## src/rtl/stat_pkg.sv

```systemverilog
package stat_pkg;
  localparam int unsigned DW = 16;
  localparam int unsigned AW = 3;
  typedef enum logic [AW-1:0] {
    A_COND = 3'd0,
    A_EVT  = 3'd1,
    A_EN   = 3'd2,
    A_RISE = 3'd3,
    A_FALL = 3'd4
  } addr_e;
endpackage

```

## src/rtl/stat_edge.sv

```systemverilog
module stat_edge #(
  parameter int unsigned W = 16,
  parameter logic [W-1:0] IMPL = 16'h0006
) (
  input  logic         clk_i,
  input  logic         rst_ni,
  input  logic [W-1:0] cond_i,
  input  logic [W-1:0] rise_en_i,
  input  logic [W-1:0] fall_en_i,
  output logic [W-1:0] set_o
);
  logic [W-1:0] cond_q;

  always_ff @(posedge clk_i or negedge rst_ni)
    if (!rst_ni) cond_q <= '0;
    else         cond_q <= cond_i & IMPL;

  always_comb
    set_o = (((cond_i & ~cond_q) & rise_en_i) |
             ((~cond_i & cond_q) & fall_en_i)) & IMPL;
endmodule

```

## src/rtl/stat_event.sv

```systemverilog
module stat_event #(
  parameter int unsigned W = 16,
  parameter logic [W-1:0] IMPL = 16'h0006
) (
  input  logic         clk_i,
  input  logic         rst_ni,
  input  logic [W-1:0] set_i,
  input  logic         clr_i,
  output logic [W-1:0] evt_o
);
  for (genvar b = 0; b < W; b++) begin : g_bit
    if (IMPL[b]) begin : g_impl
      always_ff @(posedge clk_i or negedge rst_ni)
        if (!rst_ni)       evt_o[b] <= 1'b0;
        else if (set_i[b]) evt_o[b] <= 1'b1;  // new edge beats clear
        else if (clr_i)    evt_o[b] <= 1'b0;
    end else begin : g_tie
      assign evt_o[b] = 1'b0;
    end
  end
endmodule

```

## src/rtl/stat_regs.sv

```systemverilog
module stat_regs
  import stat_pkg::*;
#(
  parameter int unsigned W = 16,
  parameter logic [W-1:0] IMPL = 16'h0006
) (
  input  logic         clk_i,
  input  logic         rst_ni,
  input  logic         wr_i,
  input  logic [AW-1:0] addr_i,
  input  logic [W-1:0] wdata_i,
  output logic [W-1:0] en_o,
  output logic [W-1:0] rise_o,
  output logic [W-1:0] fall_o
);
  always_ff @(posedge clk_i or negedge rst_ni)
    if (!rst_ni) begin
      en_o   <= '0;
      rise_o <= IMPL;
      fall_o <= '0;
    end else if (wr_i) begin
      case (addr_i)
        A_EN:    en_o   <= wdata_i & IMPL;
        A_RISE:  rise_o <= wdata_i & IMPL;
        A_FALL:  fall_o <= wdata_i & IMPL;
        default: ;
      endcase
    end
endmodule

```

## src/rtl/stat_group.sv

```systemverilog
module stat_group
  import stat_pkg::*;
#(
  parameter int unsigned W = DW,
  parameter logic [W-1:0] IMPL = 16'h0006
) (
  input  logic          clk_i,
  input  logic          rst_ni,
  input  logic [W-1:0]  cond_i,
  input  logic          clear_i,
  input  logic          rd_i,
  input  logic          wr_i,
  input  logic [AW-1:0] addr_i,
  input  logic [W-1:0]  wdata_i,
  output logic [W-1:0]  rdata_o,
  output logic          summary_o
);
  logic [W-1:0] set_vec, evt_q, en_q, rise_q, fall_q;
  logic         evt_clr;

  stat_regs #(.W(W), .IMPL(IMPL)) u_regs (
    .clk_i, .rst_ni, .wr_i, .addr_i, .wdata_i,
    .en_o(en_q), .rise_o(rise_q), .fall_o(fall_q)
  );

  stat_edge #(.W(W), .IMPL(IMPL)) u_edge (
    .clk_i, .rst_ni, .cond_i,
    .rise_en_i(rise_q), .fall_en_i(fall_q), .set_o(set_vec)
  );

  assign evt_clr = clear_i | (rd_i & (addr_i == A_EVT));

  stat_event #(.W(W), .IMPL(IMPL)) u_evt (
    .clk_i, .rst_ni, .set_i(set_vec), .clr_i(evt_clr), .evt_o(evt_q)
  );

  assign summary_o = |(evt_q & en_q);

  always_comb begin
    rdata_o = '0;
    if (rd_i) begin
      case (addr_i)
        A_COND:  rdata_o = cond_i & IMPL;
        A_EVT:   rdata_o = evt_q;
        A_EN:    rdata_o = en_q;
        A_RISE:  rdata_o = rise_q;
        A_FALL:  rdata_o = fall_q;
        default: rdata_o = '0;
      endcase
    end
  end
endmodule

```

## config.mk

```make
export PLATFORM = sky130hd
export DESIGN_NAME = stat_group
export DESIGN_NICKNAME = d
export VERILOG_FILES = /design/src/rtl/stat_pkg.sv /design/src/rtl/stat_edge.sv /design/src/rtl/stat_event.sv /design/src/rtl/stat_regs.sv /design/src/rtl/stat_group.sv
export SDC_FILE = /design/constraint.sdc
export NUM_CORES = 1
export LEC_CHECK = 0
export BUFFER_PORTS_ARGS = -buffer_cell sky130_fd_sc_hd__buf_4
export CAP_MARGIN = 0
export CORE_MARGIN = 4
export CORE_UTILIZATION = 32
export DETAILED_ROUTE_END_ITERATION = 6
export PLACE_DENSITY = 0.73
export REMOVE_ABC_BUFFERS = 1
export SYNTH_ARGS = -nofsm -noshare
export SYNTH_HDL_FRONTEND = slang
export SYNTH_SLANG_ARGS = --single-unit
export TNS_END_PERCENT = 1
```

## constraint.sdc

```tcl
create_clock -name clk_i -period 1.1 [get_ports clk_i]
set_clock_uncertainty 0.05 [all_clocks]
set_input_delay 0.22 -clock clk_i [delete_from_list [all_inputs] [get_ports clk_i]]
set_output_delay 0.22 -clock clk_i [all_outputs]
set_load 0.01 [all_outputs]
```

After elaboration in Yosys (flattened, before gate mapping)
Index checks and enable logic that the tools add are counted.

Logic and storage cells: 32. Register bits: 10. Output and inout bits: 17. Input bits: 40.

Bitwise operators: 10. Multiplexer cells: 5. Eq/ne operators: 4. Reductions and logical operators: 7.

Operator list (count): $mux 16 (1); $reduce_or 16->1 (1); $and 3x3->3 (5); $pmux 3 s5 (1); $eq 3x2->1 const B (2); $not 3->3 (2); $reduce_and 2->1 (3); $reduce_bool 2->1 (2); $eq 3x1->1 const B (1); $eq 3x3->1 const B (1); $logic_not 3->1 (1); $mux 1 (3); $or 3x3->3 (1); $and 1x1->1 (1); $or 1x1->1 (1).

Logic depth before layout (Yosys ltp)
Depth in word-level cells: 5. Gate-level depth with buffers: 4. Depth with buffers taken out: 3.

Modules after synthesis
A second synthesis with hierarchy kept.

Cell total of the unflattened synthesis: 183. Area total of the unflattened synthesis: 1616.6 um2.

By module, submodules not included: stat_group (sequential area each 0.0 um2, cells each 82, area an instance 666.9 um2, instances 1); stat_regs (sequential area each 152.6 um2, cells each 58, area an instance 573.0 um2, instances 1); stat_edge (sequential area each 50.0 um2, cells each 23, area an instance 198.9 um2, instances 1); stat_event (sequential area each 50.0 um2, cells each 20, area an instance 177.7 um2, instances 1).

Worst setup path after synthesis
OpenSTA, ideal clock, no wires.

Kind: in2out. From: in addr_i[1]. To: out rdata_o[1]. Stages: 4. Path buffers: 1. Data required time: 830 ps. Arrival time: 948 ps. Path slack: -118 ps. Path through: buf_6 > mux2_4 > a32oi_1 > o21ai_0.

Cells in the longest elaborated chain, start to end: 3. Elaborated cells between the ends (all ways): 7. Classes of those cells: eq/ne: 4; mux: 2; reduce/logical: 1.

Ends and longest elaborated chain: start, declared (line stat_group.sv:13) `input logic [AW-1:0] addr_i,`; $eq 3x3->1 (tied with other cells) (line stat_group.sv:42) `case (addr_i)`; $pmux 3 s5 (*) (line stat_group.sv:42); $mux 16 (*) (line stat_group.sv:41) `if (rd_i) begin`; end, declared (line stat_group.sv:15) `output logic [W-1:0] rdata_o,`.

Mark *: on every way between the ends. The rest lies on a longest branch, timed or not.

Worst setup path in the final report
From: reg u_regs.en_o[1]. To: out rdata_o[1].

Cells in the longest elaborated chain, start to end: 2.

Ends and longest elaborated chain: start, declared (line stat_regs.sv:12) `output logic [W-1:0] en_o,`; start signal, assigned (line stat_regs.sv:23) `A_EN: en_o <= wdata_i & IMPL;`; $pmux 3 s5 (line stat_group.sv:42); $mux 16 (line stat_group.sv:41).

Every way passes these cells.

==> PnR_summary.wiki <==
{| class="wikitable"
! Metric !! Value
|-
| Sequential area share after synthesis || 39.8%
|-
| Max-slew violation count || 0
|-
| Area of the placeable core || 1800 um2
|-
| Count of different cell masters after synthesis || 22
|-
| Number of core rows || 15
|-
| Class of the most critical setup path || flip-flop to output pin
|-
| CP Data Required Time || about 0.83 ns
|-
| Final core utilization || 46.0%
|-
| Proportion of layout cells with a drive suffix above 1 || between 40 and 50%
|-
| Seq. cell area || 253 um2
|-
| Routed wire length on met2 || 490 um
|-
| CTS HTree Levels || 1
|-
| Initial Utilization || a little over a third
|-
| DRC violation count after routing || 0
|-
| First-pass GRT wire length || 1.97 mm
|-
| Maximum fanout along the worst path || 2
|-
| Kind of cell adding the most delay to the critical path || flip-flops
|-
| Max capacitance violation total || 0
|-
| Kind of start point of the critical path || flip-flop
|-
| Filler cell count in the final layout || 179
|-
| Die outline height || 52.5 um
|-
| Die X || 52.5 um
|-
| Final GP Congestion || 0.763
|-
| Total met3 wirelength after detailed routing || around 150 um
|-
| Average wire per cell in the routed design || 11.2 um
|-
| Number of top-level design ports || between 50 and 60
|-
| Antenna Violating Nets Remaining || 0
|-
| Number of standard cells in the final layout excluding fillers || between 100 and 150
|-
| Number of instances in the placed design || ~110
|-
| First-pass iteration count of the detailed router || 3
|-
| IO Port Bufs || 14
|-
| Starting DRC count in detailed routing || 10
|-
| Worst hold slack after final layout || 0.123 ns
|-
| Synth Instances || 58
|-
| Met1 WL || 572 um
|-
| Final setup violation count || 3
|-
| Highest layer used for signal routing || met4
|-
| Total area of multi-input combinational cells || between 300 and 400 um2
|-
| CTS tree || built
|-
| Slowest cell delay on critical path || between 0.3 and 0.4 ns
|-
| Number of nets at the end of the flow || 128
|-
| Syn_area_per_cell || 10.9 um2
|-
| Overall routed net length || 1.24 mm
|-
| Critical path buffer and inverter count || 1
|-
| Final period demand of the worst path || about 1.6 ns
|-
| Dominant register cell in the synthesized netlist || dfrtp_1
|-
| Unrepaired setup endpoints after global routing || yes
|-
| Aggregate global-route resource usage || between 10% and 20%
|-
| Cell with the biggest individual delay on the critical path || dfrtp_1
|-
| Post-CTS setup-driven buffer insertion count || 0
|-
| Synthesized area || about 630 um2
|-
| Ratio of final minimum period to clock period || 141%
|-
| CP Cell Sequence || mux2_4 -> a32oi_1 -> o21ai_1 -> buf_4
|-
| Relative area change from synthesis to final layout || 30.8%
|-
| Largest net degree at the start of global routing || 11
|-
| ANT cells || 0
|-
| Sinks on Clock Net || 10
|-
| Via Count || 491
|-
| Critical Path Sink Type || output pin
|-
| Arrival time of the worst setup path || 1.28 ns
|-
| Per-cell via count in the routed design || ~4.4
|-
| Area of the die || 2760 um2
|-
| Failing checks || negative setup slack
|-
| Synthesis Warnings || 0
|-
| Sum of negative setup slack || -1.19 ns
|-
| Outcome || finished with violations
|-
| Fmax || 644 MHz
|-
| Antenna violations before repair || 0
|-
| CTS Buf Count || 3
|-
| Root Buffer || clkbuf_4
|-
| Final global-route overflow total || 0
|-
| Leakage dissipation || 0.425 nW
|-
| CTS max path bufs || 2
|-
| Fraction of registers with async set/reset || 100%
|-
| Hold Fails Final Rpt || 0
|-
| Worst hold path type || input pin to flip-flop
|-
| Clock slew at the register clock pins of the worst setup and hold paths || 0.06 ns
|-
| Highest ir drop seen on vdd || 502 uV
|-
| Total power density per cell area || 1320 nW/um2
|-
| Crit path setup slack, layout || -0.452 ns
|-
| Yosys reg bits || 10
|-
| EDFF count, synth || 0
|-
| Clk_lat worst skew || roughly 0.26 ns
|-
| Vias in the first global route || around 450
|-
| Half-perimeter wire length after detailed placement || 1.08 mm
|}
==> path summary, 6_finish.rpt <==
| kind | startpoint | endpoint | slack, ns | cells past startpoint |
|---|---|---|---|---|
| setup / recovery | u_regs.en_o[1] | rdata_o[1] | -0.45 | 4 |
| hold / removal | cond_i[2] | u_edge.cond_q[2] | 0.12 | 2 |
| setup reg to reg | u_regs.rise_o[2] | u_evt.evt_o[2] | 0.06 | 4 |
| hold reg to reg | u_evt.evt_o[1] | u_evt.evt_o[1] | 0.46 | 1 |
| max in group asynchronous | rst_ni | u_regs.rise_o[2] | 0.52 | 2 |
| min in group asynchronous | rst_ni | u_regs.fall_o[1] | 0.27 | 2 |
==> cells in the mapped netlist (2+ instances only) <==
cell / n / area share, %
buf_4: 14 / 17
dfrtp_1: 8 / 32
mux2_2: 6 / 11
nand2_1: 4 / 2.4
o21ai_0: 3 / 2.4
a21o_1: 2 / 2.4
a32oi_1: 2 / 2.8
and4bb_2: 2 / 3.9
dfstp_2: 2 / 8.3
mux2_4: 2 / 4.7
mux2i_1: 2 / 3.2
==> layer usage <==
metal / vias up / track usage (%)
met3: 3 / 3.42
met4: 0 / 7.66
met2: 30 / 13.8
met1: 223 / 13.3
li1: 235 / -
met5: - / 0
==> registers in the layout (all words and copies together), names as in the netlist <==
register and count:
u_regs.rise_o 2, u_regs.fall_o 2, u_edge.cond_q 2, u_evt.evt_o 2, u_regs.en_o 2
==> power breakdown <==
group | switching (W) | total (W) | internal [W]
Sequential | 0.0000437 | 0.000492 | 0.000448
Combinational | 0.000136 | 0.000356 | 0.000220
Clock | 0.000118 | 0.000244 | 0.000126
==> stage by stage <==
step	setup WS [ns]	instance area [um2]	power, W
2_1_floorplan	-0.109	567	0.000647
6_report	-0.452	830	0.00109
3_3_place_gp	-0.231	793	0.000837
3_5_place_dp	-0.252	793	0.000844
5_1_grt	-0.514	830	0.00116
4_1_cts	-0.476	830	0.00111
==> kinds of logic (layout without fill, tap and decap cells) <==
group	Yosys count	in the layout	synth area share, %
buffers and inverters	16	31	18.9
AND/OR/NAND/NOR	11	11	11.2
AO/OA/AOI/OAI	10	10	10.8
multiplexers	10	10	18.5
flip-flops	10	10	39.8
other	1	14	0.591
==> layout make-up <==
cell class | count | share of cell area (%)
multi-input cells | 45 | 37.4
flip-flops and latches | 10 | 30.5
repair buffers | 27 | 25.2
well taps | 25 | 3.77
clock buffers | 3 | 2.71
inverters | 1 | 0.452
==> cell usage in the layout (no fill, tap or decap), drive strengths merged <==
master and instances:
a21o 2, a22o 1, a31oi 1, a32oi 2, and2b 1, and3 1, and4bb 2, buf 26
clkbuf 3, conb 14, dfrtp 8, dfstp 2, dlygate4sd3 1, inv 1, mux2 8, mux2i 2
nand2 4, nand3 1, nand3b 1, nor2 1, o21ai 3, o22ai 1
==> timing repair <==
item	in CTS	in global routing
endpoints found under the hold margin	10	0
endpoints found under the setup margin	3	3
hold buffers	1	0
resized for setup	3	0
pin swaps	2	0
Note: power is estimated with default switching activity, not from simulation.
